===== config.mk =====
export PLATFORM = sky130hd
export DESIGN_NAME = prio_irq_ctrl
export DESIGN_NICKNAME = d
export VERILOG_FILES = /design/src/rtl/prio_irq_pkg.sv /design/src/rtl/irq_src_cond.sv /design/src/rtl/irq_mask_reg.sv /design/src/rtl/irq_prio_sel.sv /design/src/rtl/irq_ack_seq.sv /design/src/rtl/prio_irq_ctrl.sv
export SDC_FILE = /design/constraint.sdc
export NUM_CORES = 1
export LEC_CHECK = 0
export BUFFER_PORTS_ARGS = -buffer_cell sky130_fd_sc_hd__buf_4
export CAP_MARGIN = 20
export CORE_MARGIN = 3
export CORE_UTILIZATION = 45
export DETAILED_ROUTE_END_ITERATION = 6
export PLACE_DENSITY = 0.78
export SLEW_MARGIN = 20
export SYNTH_ARGS = -nofsm -noshare
export SYNTH_HDL_FRONTEND = slang
export SYNTH_HIERARCHICAL = 1
export SYNTH_SLANG_ARGS = --single-unit

===== constraint.sdc =====
create_clock -name clk -period 5.83 [get_ports clk]
set_input_delay 1.749 -clock clk [delete_from_list [all_inputs] [get_ports clk]]
set_output_delay 1.749 -clock clk [all_outputs]
set_load 0.02 [all_outputs]

===== src/rtl/prio_irq_pkg.sv =====
// Shared constants for the interrupt controller: source indices (index order
// is priority order), vector width, command field positions and vectors.
package prio_irq_pkg;
    localparam int NSRC    = 5;
    localparam int VEC_W   = 16;
    localparam int MASK_W  = 3;
    localparam int CMD_W   = 5;
    localparam int CMD_LD  = 3;   // load-mask field
    localparam int CMD_CLR = 4;   // clear-edge-latch field

    localparam int IDX_NMI  = 0;
    localparam int IDX_EDGE = 1;
    localparam int IDX_HI   = 2;
    localparam int IDX_LO   = 3;
    localparam int IDX_GEN  = 4;

    typedef enum logic [1:0] {ACK_IDLE, ACK_ARMED, ACK_ACTIVE} ack_st_e;

    // Fixed restart address for each source; the general request has none.
    function automatic logic [VEC_W-1:0] src_vector(input int idx);
        case (idx)
            IDX_NMI:  return VEC_W'(16'h0024);
            IDX_EDGE: return VEC_W'(16'h003C);
            IDX_HI:   return VEC_W'(16'h0034);
            IDX_LO:   return VEC_W'(16'h002C);
            default:  return '0;
        endcase
    endfunction
endpackage


===== src/rtl/irq_src_cond.sv =====
// Conditions the two edge-qualified sources.
// The non-maskable source is ready on a rising edge while its level stays high.
// It re-arms only after the input returns low.
// The edge restart source is latched on a rising edge until it is serviced or cleared.
// Assumes synchronous inputs.
module irq_src_cond (
    input  logic clk,
    input  logic rst_n,
    input  logic nmi_i,
    input  logic rq_edge_i,
    input  logic take_nmi,
    input  logic take_edge,
    input  logic clr_edge,
    output logic nmi_ready,
    output logic edge_pend
);
    logic nmi_prev, nmi_arm, edge_prev, edge_lat;
    logic nmi_rise, edge_rise;

    // Rising-edge detection against last cycle's levels.
    always_comb begin
        nmi_rise  = nmi_i & ~nmi_prev;
        edge_rise = rq_edge_i & ~edge_prev;
        nmi_ready = nmi_i & (nmi_arm | nmi_rise);
        edge_pend = edge_lat | edge_rise;
    end

    // Track previous levels, arm state and the edge latch.
    always_ff @(posedge clk) begin
        if (!rst_n) begin
            nmi_prev  <= 1'b0;
            nmi_arm   <= 1'b0;
            edge_prev <= 1'b0;
            edge_lat  <= 1'b0;
        end else begin
            nmi_prev  <= nmi_i;
            nmi_arm   <= nmi_ready & ~take_nmi;
            edge_prev <= rq_edge_i;
            edge_lat  <= edge_pend & ~take_edge & ~clr_edge;
        end
    end
endmodule


===== src/rtl/irq_mask_reg.sv =====
// Holds the per-level masks and the global enable.
// Decodes mask commands from the core.
// Any acceptance clears the enable, and this clear wins over a set in the same cycle.
module irq_mask_reg
    import prio_irq_pkg::*;
(
    input  logic              clk,
    input  logic              rst_n,
    input  logic              cmd_we_i,
    input  logic [CMD_W-1:0]  cmd_data_i,
    input  logic              en_set_i,
    input  logic              en_clr_i,
    input  logic              accept,
    output logic [MASK_W-1:0] mask,
    output logic              glob_en,
    output logic              clr_edge
);
    // Edge-latch clear is a same-cycle command decode.
    assign clr_edge = cmd_we_i & cmd_data_i[CMD_CLR];

    // Update masks and enable.
    always_ff @(posedge clk) begin
        if (!rst_n) begin
            mask    <= '1;
            glob_en <= 1'b0;
        end else begin
            if (cmd_we_i && cmd_data_i[CMD_LD])
                mask <= cmd_data_i[MASK_W-1:0];
            if (accept || en_clr_i)
                glob_en <= 1'b0;
            else if (en_set_i)
                glob_en <= 1'b1;
        end
    end
endmodule


===== src/rtl/irq_prio_sel.sv =====
// Fixed-priority one-hot grant: the lowest index wins.
module irq_prio_sel #(
    parameter int N = 5
) (
    input  logic [N-1:0] req,
    output logic [N-1:0] grant,
    output logic         any
);
    logic [N-1:0] higher;

    assign higher[0] = 1'b0;
    assign grant[0]  = req[0];
    for (genvar i = 1; i < N; i++) begin : g_chain
        assign higher[i] = higher[i-1] | req[i-1];
        assign grant[i]  = req[i] & ~higher[i];
    end
    assign any = higher[N-1] | req[N-1];
endmodule


===== src/rtl/irq_ack_seq.sv =====
// After a general-request acceptance, diverts the core's next read strobe onto
// the acknowledge output until that strobe ends.
module irq_ack_seq
    import prio_irq_pkg::*;
(
    input  logic clk,
    input  logic rst_n,
    input  logic arm,
    input  logic rd_req_i,
    output logic rd_o,
    output logic inta_o
);
    ack_st_e st;
    logic    divert;

    // Route the strobe according to the state.
    always_comb begin
        divert = (st != ACK_IDLE);
        inta_o = rd_req_i & divert;
        rd_o   = rd_req_i & ~divert;
    end

    // Sequence: wait for the read, then for its end.
    always_ff @(posedge clk) begin
        if (!rst_n) st <= ACK_IDLE;
        else begin
            case (st)
                ACK_IDLE:   if (arm)       st <= ACK_ARMED;
                ACK_ARMED:  if (rd_req_i)  st <= ACK_ACTIVE;
                ACK_ACTIVE: if (!rd_req_i) st <= ACK_IDLE;
                default:                   st <= ACK_IDLE;
            endcase
        end
    end
endmodule


===== src/rtl/prio_irq_ctrl.sv =====
// Top of the interrupt controller.
// Qualifies the five sources, picks the winner at a decision edge and registers the result.
// Also drives wake and acknowledge routing.
// Assumes sample_i is one-cycle per instruction and that all inputs are synchronous.
module prio_irq_ctrl
    import prio_irq_pkg::*;
(
    input  logic             clk,
    input  logic             rst_n,
    input  logic             sample_i,
    input  logic             idle_i,
    input  logic             nmi_i,
    input  logic             rq_edge_i,
    input  logic             rq_hi_i,
    input  logic             rq_lo_i,
    input  logic             gen_irq_i,
    input  logic             cmd_we_i,
    input  logic [CMD_W-1:0] cmd_data_i,
    input  logic             en_set_i,
    input  logic             en_clr_i,
    input  logic             rd_req_i,
    output logic             take_o,
    output logic [VEC_W-1:0] vec_o,
    output logic             intr_ack_o,
    output logic             wake_o,
    output logic             rd_o,
    output logic             inta_o
);
    logic [MASK_W-1:0] mask;
    logic              glob_en, clr_edge, nmi_ready, edge_pend, any, accept;
    logic [NSRC-1:0]   req, grant;
    logic [VEC_W-1:0]  vec_n;

    irq_src_cond u_cond (
        .clk(clk), .rst_n(rst_n), .nmi_i(nmi_i), .rq_edge_i(rq_edge_i),
        .take_nmi(accept & grant[IDX_NMI]), .take_edge(accept & grant[IDX_EDGE]),
        .clr_edge(clr_edge), .nmi_ready(nmi_ready), .edge_pend(edge_pend)
    );

    irq_mask_reg u_mask (
        .clk(clk), .rst_n(rst_n), .cmd_we_i(cmd_we_i), .cmd_data_i(cmd_data_i),
        .en_set_i(en_set_i), .en_clr_i(en_clr_i), .accept(accept),
        .mask(mask), .glob_en(glob_en), .clr_edge(clr_edge)
    );

    // Gate maskable sources by their mask bit and the global enable.
    always_comb begin
        req[IDX_NMI]  = nmi_ready;
        req[IDX_EDGE] = edge_pend & ~mask[2] & glob_en;
        req[IDX_HI]   = rq_hi_i   & ~mask[1] & glob_en;
        req[IDX_LO]   = rq_lo_i   & ~mask[0] & glob_en;
        req[IDX_GEN]  = gen_irq_i & glob_en;
    end

    irq_prio_sel #(.N(NSRC)) u_sel (.req(req), .grant(grant), .any(any));

    // Acceptance happens only at an allowed decision edge; the winner's vector is chosen here.
    always_comb begin
        accept = (sample_i | idle_i) & any;
        vec_n  = '0;
        for (int i = 0; i < NSRC; i++)
            if (grant[i]) vec_n = src_vector(i);
    end

    // Register the acceptance result for the core.
    always_ff @(posedge clk) begin
        if (!rst_n) begin
            take_o     <= 1'b0;
            vec_o      <= '0;
            intr_ack_o <= 1'b0;
            wake_o     <= 1'b0;
        end else begin
            take_o     <= accept;
            vec_o      <= accept ? vec_n : '0;
            intr_ack_o <= accept & grant[IDX_GEN];
            wake_o     <= accept & idle_i;
        end
    end

    irq_ack_seq u_ack (
        .clk(clk), .rst_n(rst_n), .arm(accept & grant[IDX_GEN]),
        .rd_req_i(rd_req_i), .rd_o(rd_o), .inta_o(inta_o)
    );
endmodule


==> run metrics, run 1 <==
outcome=finished clean; RSZ-0062 raised after global routing=false; largest fanout on the critical path=4; Sw Ratio=0.2469; max_cap viols=0; post-CTS setup buffers=0; fmax=approximately 250 MHz; clock share of power=0.315; Routed Antenna Nets=0; Initial Util=0.5086; final hold violation count=0; crit path launch=rd_req_i; Bufs and invs on worst path=2; R2R setup slack=between 3 and 4 ns; average wire per standard cell=10.23 um; Slew Viols, Final=0; top-area cell type share of the netlist area=0.3951; Setup crit end=rd_o; synth top area cells=dfxtp_1 40%, buf_4 13%, and2_1 4.6%; DRC viols=0; IO Pins=39; share of layout cells above drive strength 1=0.3421; minimum clock period=~3.9 ns; Final Skew=0.003886 ns; leading area contributor after synthesis=dfxtp_1; commonest non-fill, non-tap cell in the layout=buf_4; antenna violations before repair=0; initial DRC count=9; Slowest cell on crit path=nor3b_1; crit path cell chain=buf_4 > nor3b_1 > buf_4; power per cell area=221.9 nW/um2; first-pass GRT wire length=about 2600 um; die area=roughly 2300 um2; worst-skew pair later-pin latency=about 0.28 ns; CTS sink cnt=16; Slew Limit Headroom=0.5091; reg2reg start=u_cond/nmi_arm; Worst Path Class, Setup=primary input to output pin; logic gate share of total power=0.167; CP required=slightly above 4 ns; cell family with most CP delay=buffers and inverters; CTS Buf Count=3; Final Wtd Congestion=0.7096; CP most frequent cell=buf_4; All-Layer GR Usage=0.1363; CTS H-Tree Depth=1; Rows=14; Synth Area per Inst=slightly above 9 um2; Largest stage delay, worst path=0.17 ns; sequential power share=0.518; post-synthesis register bit count=16; R2R Path End=u_ack/st[0]; antenna cells=0; Die H=48.45 um; vias in the first global route=580; Clock Pin Slew Worst Setup and Hold Paths=about 0.09 ns; Hold Crit Class=flop to flop; post-synthesis sequential area ratio=0.3951; drt pass-1 iters=4; WL final=1412 um; die width=48.45 um; maximum VDD drop=0.1555 mV; CTS tree=yes; setup TNS=0 ns; WP depth=3; DPL Wire Length=1167 um; CTS root buffer=clkbuf_4; P_sw=around 0.055 mW; Final Power=0.2238 mW; port bufs=26; Vias=between 600 and 700; Filler cells=147; internal power=0.1685 mW; Layout area overhead=24.38%; post-cts sizing count=0; Mapped Cells=87; hold buffers post-CTS=0; Final Setup Violations=0; Post-Route Utilization=0.6327; Arrival @ worst endpoint=2.19 ns; actual slew at the worst max-slew pin=~0.73 ns; Pleak=0.5092 nW; distinct cell type count after synthesis=30; # nets final=133; mapped cell area=between 800 and 900 um2; total grt overflow=0; Core Footprint=1594 um2; detail-routed via count per cell=4.594; Synth warnings=6; worst-case clock buffer depth=2; most frequent cells in the layout=26 x buf_4, 16 x dfxtp_1, 12 x conb_1, 8 x inv_1, 6 x and2_1; crit start category=primary input; Final Cycle Share=0.6751; crit end category=output pin; largest net degree at the start of global routing=13; R2R cell count=8
[through the flow]
step | hold WS (ns) | instance area, um2 | setup WS [ns] | std cells
2_1_floorplan | 0.4187 | 852.1 | 1.811 | 98
3_3_place_gp | 0.4234 | 972.2 | 1.914 | 134
3_5_place_dp | 0.4336 | 972.2 | 1.902 | 134
4_1_cts | 0.4510 | 1008 | 1.894 | 138
5_1_grt | 0.4558 | 1008 | 1.888 | 138
6_report | 0.4460 | 1008 | 1.894 | 138
[flip-flops by register name, summed over array words and instances (netlist names)]
name	flops
u_ack/st	2
take_o	1
vec_o	3
u_cond/edge_lat	1
u_mask/glob_en	1
u_mask/mask	3
wake_o	1
u_cond/edge_prev	1
intr_ack_o	1
u_cond/nmi_prev	1
u_cond/nmi_arm	1
[cells in the mapped netlist, drive strengths merged]
library cell  instances
nor4b                 2
and3                  3
nand2                 2
and3b                 2
nor2                  5
xor2                  1
or2                   1
dfxtp                16
nor2b                 2
nor3b                 2
o21a                  2
o211ai                4
and2                  8
buf                  14
nor3                  1
a211oi                2
nor4                  3
nand2b                2
nand3                 3
a21boi                1
a2111oi               1
inv                   8
conb                  1
o211a                 1
[metal layers]
layer / up-vias / routed length (um) / track usage
met3: 2 / 87 / 0.03681
met4: 0 / 9 / 0.07109
met1: 287 / 591 / 0.1540
met5: - / 0 / 0
li1: 324 / - / -
met2: 21 / 723 / 0.2339
[cell type report]
cell class              instances  area, um2  share of cell area
clock buffers                   4      36.28             0.03598
flip-flops and latches         16      320.3              0.3176
inverters                       8      30.03             0.02978
well taps                      24      30.03             0.02978
repair buffers                 26      195.2              0.1935
multi-input cells              60      396.6              0.3933
[worst register-to-register path, delay by kind of cell, from the launching register on]
kind                   cells  cell delay (ns)
AO/OA/AOI/OAI              3             1.15
AND/OR/NAND/NOR            4             0.47
flip-flops                 1             0.32
buffers and inverters      1             0.05
[cell families (layout without fill, tap and decap cells)]
kind of cell,Yosys count,in the layout,synth area share
XOR/XNOR,1,1,0.01080
AND/OR/NAND/NOR,36,36,0.2963
buffers and inverters,22,38,0.1667
AO/OA/AOI/OAI,11,11,0.1265
other,1,12,0.004625
flip-flops,16,16,0.3951
[worst min path at each step]
| stage | start | to | depth (start not counted) |
|---|---|---|---|
| 2_1_floorplan | u_cond/nmi_prev | u_cond/nmi_arm | 1 |
| 3_3_place_gp | u_cond/nmi_prev | u_cond/nmi_arm | 1 |
| 3_5_place_dp | u_cond/nmi_prev | u_cond/nmi_arm | 1 |
| 4_1_cts | u_cond/nmi_prev | u_cond/nmi_arm | 1 |
| 5_1_grt | u_cond/nmi_prev | u_cond/nmi_arm | 1 |
| 6_report | u_cond/nmi_prev | u_cond/nmi_arm | 1 |
[power by group through the flow]
| stage | clock network [mW] | registers, mW | logic, mW |
|---|---|---|---|
| floorplan | 0 | 0.120 | 0.0274 |
| finish | 0.0706 | 0.116 | 0.0373 |
| global placement | 0 | 0.118 | 0.0366 |
| detailed placement | 0 | 0.119 | 0.0373 |
| CTS | 0.0735 | 0.116 | 0.0374 |
| global route | 0.0790 | 0.117 | 0.0412 |
Power figures use the tool's default switching activity.
==> run 2: changes to the inputs <==
- CORE_UTILIZATION: 45 -> 44
- PLACE_DENSITY: 0.78 -> 0.77
- clock period: 5.83 -> 3.9 ns (I/O delays scaled with it)
==> run 2 against run 1 <==
Compared with the run above: clock power grew 52%; final cell count is the same; first-iteration DRC count shrank 11%; largest power group unchanged; clock-buffer cell count is the same; critical path type unchanged; utilization shrank 0.69 points; worst hold slack lost 0.0034 ns; sequential power grew 49%; routed wire length grew 0.71%; total power grew 50%; highest routed layer is now met3; clock skew shrank 0.0027 ns; via count shrank 1.6%.
==> run metrics, run 2 (synthesis results as in run 1) <==
outcome=finished clean; Largest stage delay, worst path=around 0.17 ns; first-pass GRT wire length=around 2300 um; total grt overflow=0; crit end category=output pin; hold buffers post-CTS=0; All-Layer GR Usage=0.1179; DPL Wire Length=1173 um; maximum VDD drop=0.2131 mV; CTS root buffer=clkbuf_4; reg2reg start=u_cond/nmi_arm; Hold EP=u_cond/nmi_arm; Final Setup Violations=0; drt pass-1 iters=2; Die H=48.93 um; GR peak layer=met2; die area=2394 um2; worst-case clock buffer depth=2; met3 usage=0.05199; post-cts sizing count=0; Clock Pin Slew Worst Setup and Hold Paths=0.09 ns; CTS tree=yes; power per cell area=333.3 nW/um2; Post-Route Utilization=0.6258; Initial Util=0.5031; Vias=624; fmax=between 300 and 400 MHz; final hold violation count=0; R2R cell count=8; vias in the first global route=537; largest fanout on the critical path=4; Slew Limit Headroom=0.5415; max_cap viols=0; commonest non-fill, non-tap cell in the layout=buf_4; DRC viols=0; most frequent cells in the layout=26 x buf_4, 16 x dfxtp_1, 12 x conb_1, 8 x inv_1, 6 x and2_1; R2R setup slack=around 1.9 ns; average wire per standard cell=about 10 um; biggest regs=u_mask/mask: 3 flops, vec_o: 3 flops, u_ack/st: 2 flops; worst-skew pair later-pin latency=0.28 ns; post-CTS setup buffers=0; share of layout cells above drive strength 1=0.3421; crit path cell chain=buf_4 > nor3b_1 > buf_4; CTS Buf Count=3; Filler cells=160; Slowest cell on crit path=nor3b_1; Rows=14; CP required=2.73 ns; antenna violations before repair=0; Final Cycle Share=0.7138; largest net degree at the start of global routing=13; port bufs=26; CTS H-Tree Depth=1; Worst Hold Depth=1; Core Footprint=1612 um2; initial DRC count=8; IO Pins=39; setup TNS=0 ns; R2R Path End=u_ack/st[0]; routing usage on met2=0.2172; CTS sink cnt=16; min-delay src=u_cond/nmi_prev; antenna cells=0; Worst Path Class, Setup=primary input to output pin; RSZ-0062 raised after global routing=false; Layout area overhead=24.38%; CP most frequent cell=buf_4; Hold Crit Class=flop to flop; die width=roughly 49 um; Pleak=0.5092 nW; detail-routed via count per cell=4.522; minimum clock period=2.784 ns; crit start category=primary input; grt met1 use=0.1262; Routed Antenna Nets=0; WL final=1422 um; crit path launch=rd_req_i; Slew Viols, Final=0; actual slew at the worst max-slew pin=0.6816 ns; # nets final=133; Final Wtd Congestion=0.7025; Final Skew=0.001191 ns; Arrival @ worst endpoint=roughly 1.6 ns
==> run 2: cell counts in the layout (fill, tap and decap cells not counted) <==
Identical to the previous run, type by type.
==> run 2: worst max-delay path, delay by kind of cell <==
family / cells / cell delay (ns)
buffers and inverters: 2 / 0.27
AND/OR/NAND/NOR: 1 / 0.17
==> run 2: layout make-up <==
type | count | area (um2) | area share
inverter | 8 | 30.03 | 0.02978
tap | 24 | 30.03 | 0.02978
timing repair buffer | 26 | 195.2 | 0.1935
clock buffer | 4 | 36.28 | 0.03598
sequential | 16 | 320.3 | 0.3176
multi-input combinational | 60 | 396.6 | 0.3933
==> run 2: metrics by stage <==
stage | hold slack (ns) | power, mW | worst slack [ns] | cells | instance area (um2)
5_1_grt | 0.4580 | 0.3536 | 1.033 | 138 | 1008
3_5_place_dp | 0.4331 | 0.2331 | 0.8882 | 134 | 972.2
2_1_floorplan | 0.4187 | 0.2197 | 1.039 | 98 | 852.1
4_1_cts | 0.4465 | 0.3414 | 1.117 | 138 | 1008
3_3_place_gp | 0.4251 | 0.2322 | 1.000 | 134 | 972.2
6_report | 0.4426 | 0.3361 | 1.116 | 138 | 1008
==> run 2: worst max path at each step <==
stage                   to  slack [ns]  depth (start not counted)
4_1_cts               rd_o        1.12                          3
6_report              rd_o        1.12                          3
3_5_place_dp   u_ack/st[0]        0.89                          9
3_3_place_gp   u_ack/st[0]        1.00                          9
5_1_grt        u_ack/st[0]        1.03                          8
2_1_floorplan         rd_o        1.04                          1
==> run 2: per-layer routing <==
metal / up-vias / routed length (um) / share of wire
met1: 275 / 542 / 0.38
met2: 23 / 762 / 0.54
met5: - / 0 / 0
met3: 0 / 117 / 0.082
met4: 0 / 0 / 0
li1: 326 / - / -
==> run 2: report_power, final <==
part           switching, mW  total (mW)  internal [mW]  leakage [nW]
sequential           0.00319       0.173          0.170         0.131
clock                 0.0503       0.107         0.0568        0.0210
combinational         0.0307      0.0558         0.0251         0.357
total                 0.0841       0.336          0.252         0.509
==> run 3: changes to the inputs <==
- CORE_ASPECT_RATIO: default -> 1.5
- CORE_UTILIZATION: 44 -> 40
- PLACE_DENSITY: 0.77 -> 0.74
- clock period: 3.9 -> 2.3 ns (I/O delays scaled with it)
==> run 3 against run 2 <==
Compared with the run above: register-to-register slack got worse by 1.4 ns; routed wire length up 2.3%; clock-buffer cell count down 1; clock power up 31%; utilization decreased by 7.8 points; final cell count up 0.72%; design area up 2.0%; via count is 5.0% higher; non-clock buffer count rose by 5; critical path depth is 6 higher; sequential cell count is the same; critical endpoint is now u_ack/st[0]; largest cell class unchanged.
==> run metrics, run 3 (synthesis results as in run 1) <==
Vias=655; share of layout cells above drive strength 1=0.3644; Final Cycle Share=0.8979; maximum VDD drop=0.2652 mV; Final Wtd Congestion=0.7163; IO Pins=39; Seq. cell area=320.3 um2; Non-Filler Instances=around 140; Final Skew=0.001614 ns; worst-skew pair later-pin latency=0.28 ns; largest net degree at the start of global routing=13; Arrival @ worst endpoint=around 2.2 ns; commonest non-fill, non-tap cell in the layout=buf_4; Initial Util=0.4317; die area=roughly 2600 um2; power per cell area=roughly 520 nW/um2; antenna violations before repair=0; CTS H-Tree Depth=1; final hold violation count=0; port bufs=26; Rows=19; crit end category=flop; WL final=1454 um; Layout area overhead=26.85%; final setup margin=0.2348 ns; Clock Pin Slew Worst Setup and Hold Paths=0.08 ns; Slew Viols, Final=0; Final Power=0.5337 mW; CP most frequent cell=and2_1; hold buffers post-CTS=0; CTS tree=yes; average wire per standard cell=10.46 um; drt pass-1 iters=2; placed inst area=1006 um2; CP required=2.47 ns; die width=42.76 um; Filler cells=approximately 190; crit start category=primary input; DPL Wire Length=1197 um; cell family with most CP delay=simple AND/OR/NAND/NOR gates; Largest stage delay, worst path=between 0.3 and 0.4 ns; RSZ-0062 raised after global routing=false; Routed Antenna Nets=0; CTS root buffer=clkbuf_4; Hold Crit Class=flop to flop; total grt overflow=0; max_cap viols=0; CTS Buf Count=3; outcome=finished clean; crit path cell chain=buf_4 > nor2b_4 > or2_1 > and3b_1 > nor4_2 > and2_1 > and2_1 > nor2_1 > a2111oi_1; Die H=61.14 um; Core Footprint=1878 um2; Bufs and invs on worst path=1; post-CTS setup buffers=0; All-Layer GR Usage=0.1242; biggest regs=u_mask/mask: 3 flops, vec_o: 3 flops, u_ack/st: 2 flops; detail-routed via count per cell=~4.7; Post-Route Utilization=0.5476; DRC viols=0; Worst Path Class, Setup=primary input to flop; post-cts sizing count=0; Final Setup Violations=0; area of the multi-input gates=396.6 um2; minimum clock period=~2.1 ns; vias in the first global route=629; dpl cells=136; Slowest cell on crit path=nor4_2; initial DRC count=5; worst-case clock buffer depth=2; CTS sink cnt=16; first-pass GRT wire length=2477 um; largest fanout on the critical path=2; antenna cells=0; Setup WS pre-CTS=-0.03960 ns; Pleak=0.5281 nW; # nets final=138; most frequent cells in the layout=31 x buf_4, 16 x dfxtp_1, 12 x conb_1, 8 x inv_1, 6 x and2_1; fmax=484.2 MHz; final instance area=approximately 1000 um2
run 3: cell types whose count changed in the layout (fill, tap and decap cells not counted), sizes merged:
cell,previous run,this run
buf,26,31
clkbuf,4,3
run 3: final timing paths:
path / depth (start not counted) / startpoint / end / slack (ns)
max: 9 / rq_edge_i / u_ack/st[0] / 0.23
min: 1 / u_cond/nmi_prev / u_cond/nmi_arm / 0.45
max reg2reg: 8 / u_cond/edge_prev / u_ack/st[0] / 0.47
min reg2reg: 1 / u_cond/nmi_prev / u_cond/nmi_arm / 0.45
run 3: per-stage QoR:
| stage | TNS (ns) | hold slack (ns) |
|---|---|---|
| 2_1_floorplan | 0 | 0.4187 |
| 3_3_place_gp | -0.004035 | 0.4291 |
| 3_5_place_dp | -0.07678 | 0.4406 |
| 4_1_cts | 0 | 0.4526 |
| 5_1_grt | 0 | 0.4799 |
| 6_report | 0 | 0.4475 |
run 3: worst register-to-register path, cell delays in order, from the launching register on:
cell and delay, ns:
dfxtp_1 0.36, nor2b_4 0.05, or2_1 0.19, and3b_1 0.18, nor4_2 0.31, and2_1 0.19
and2_1 0.12, nor2_1 0.04, a2111oi_1 0.29
run 3: metal layers:
metal,share of wire,vias up,routed length (um),GRT usage
met1,0.37,291,532,0.1288
met5,0,-,0,0
met4,0.014,0,21,0.08000
met2,0.52,31,761,0.2318
met3,0.094,2,137,0.01754
li1,-,331,-,-
run 3: final cells by class:
type,count,area share
clock buffer,3,0.02190
inverter,8,0.02920
multi-input combinational,60,0.3856
sequential,16,0.3114
tap,21,0.02555
timing repair buffer,31,0.2263
run 3: where the power goes:
group | switching (mW) | total (mW) | internal (mW)
logic | 0.0528 | 0.0994 | 0.0466
registers | 0.00572 | 0.294 | 0.288
clock network | 0.0796 | 0.140 | 0.0607
total | 0.138 | 0.534 | 0.396
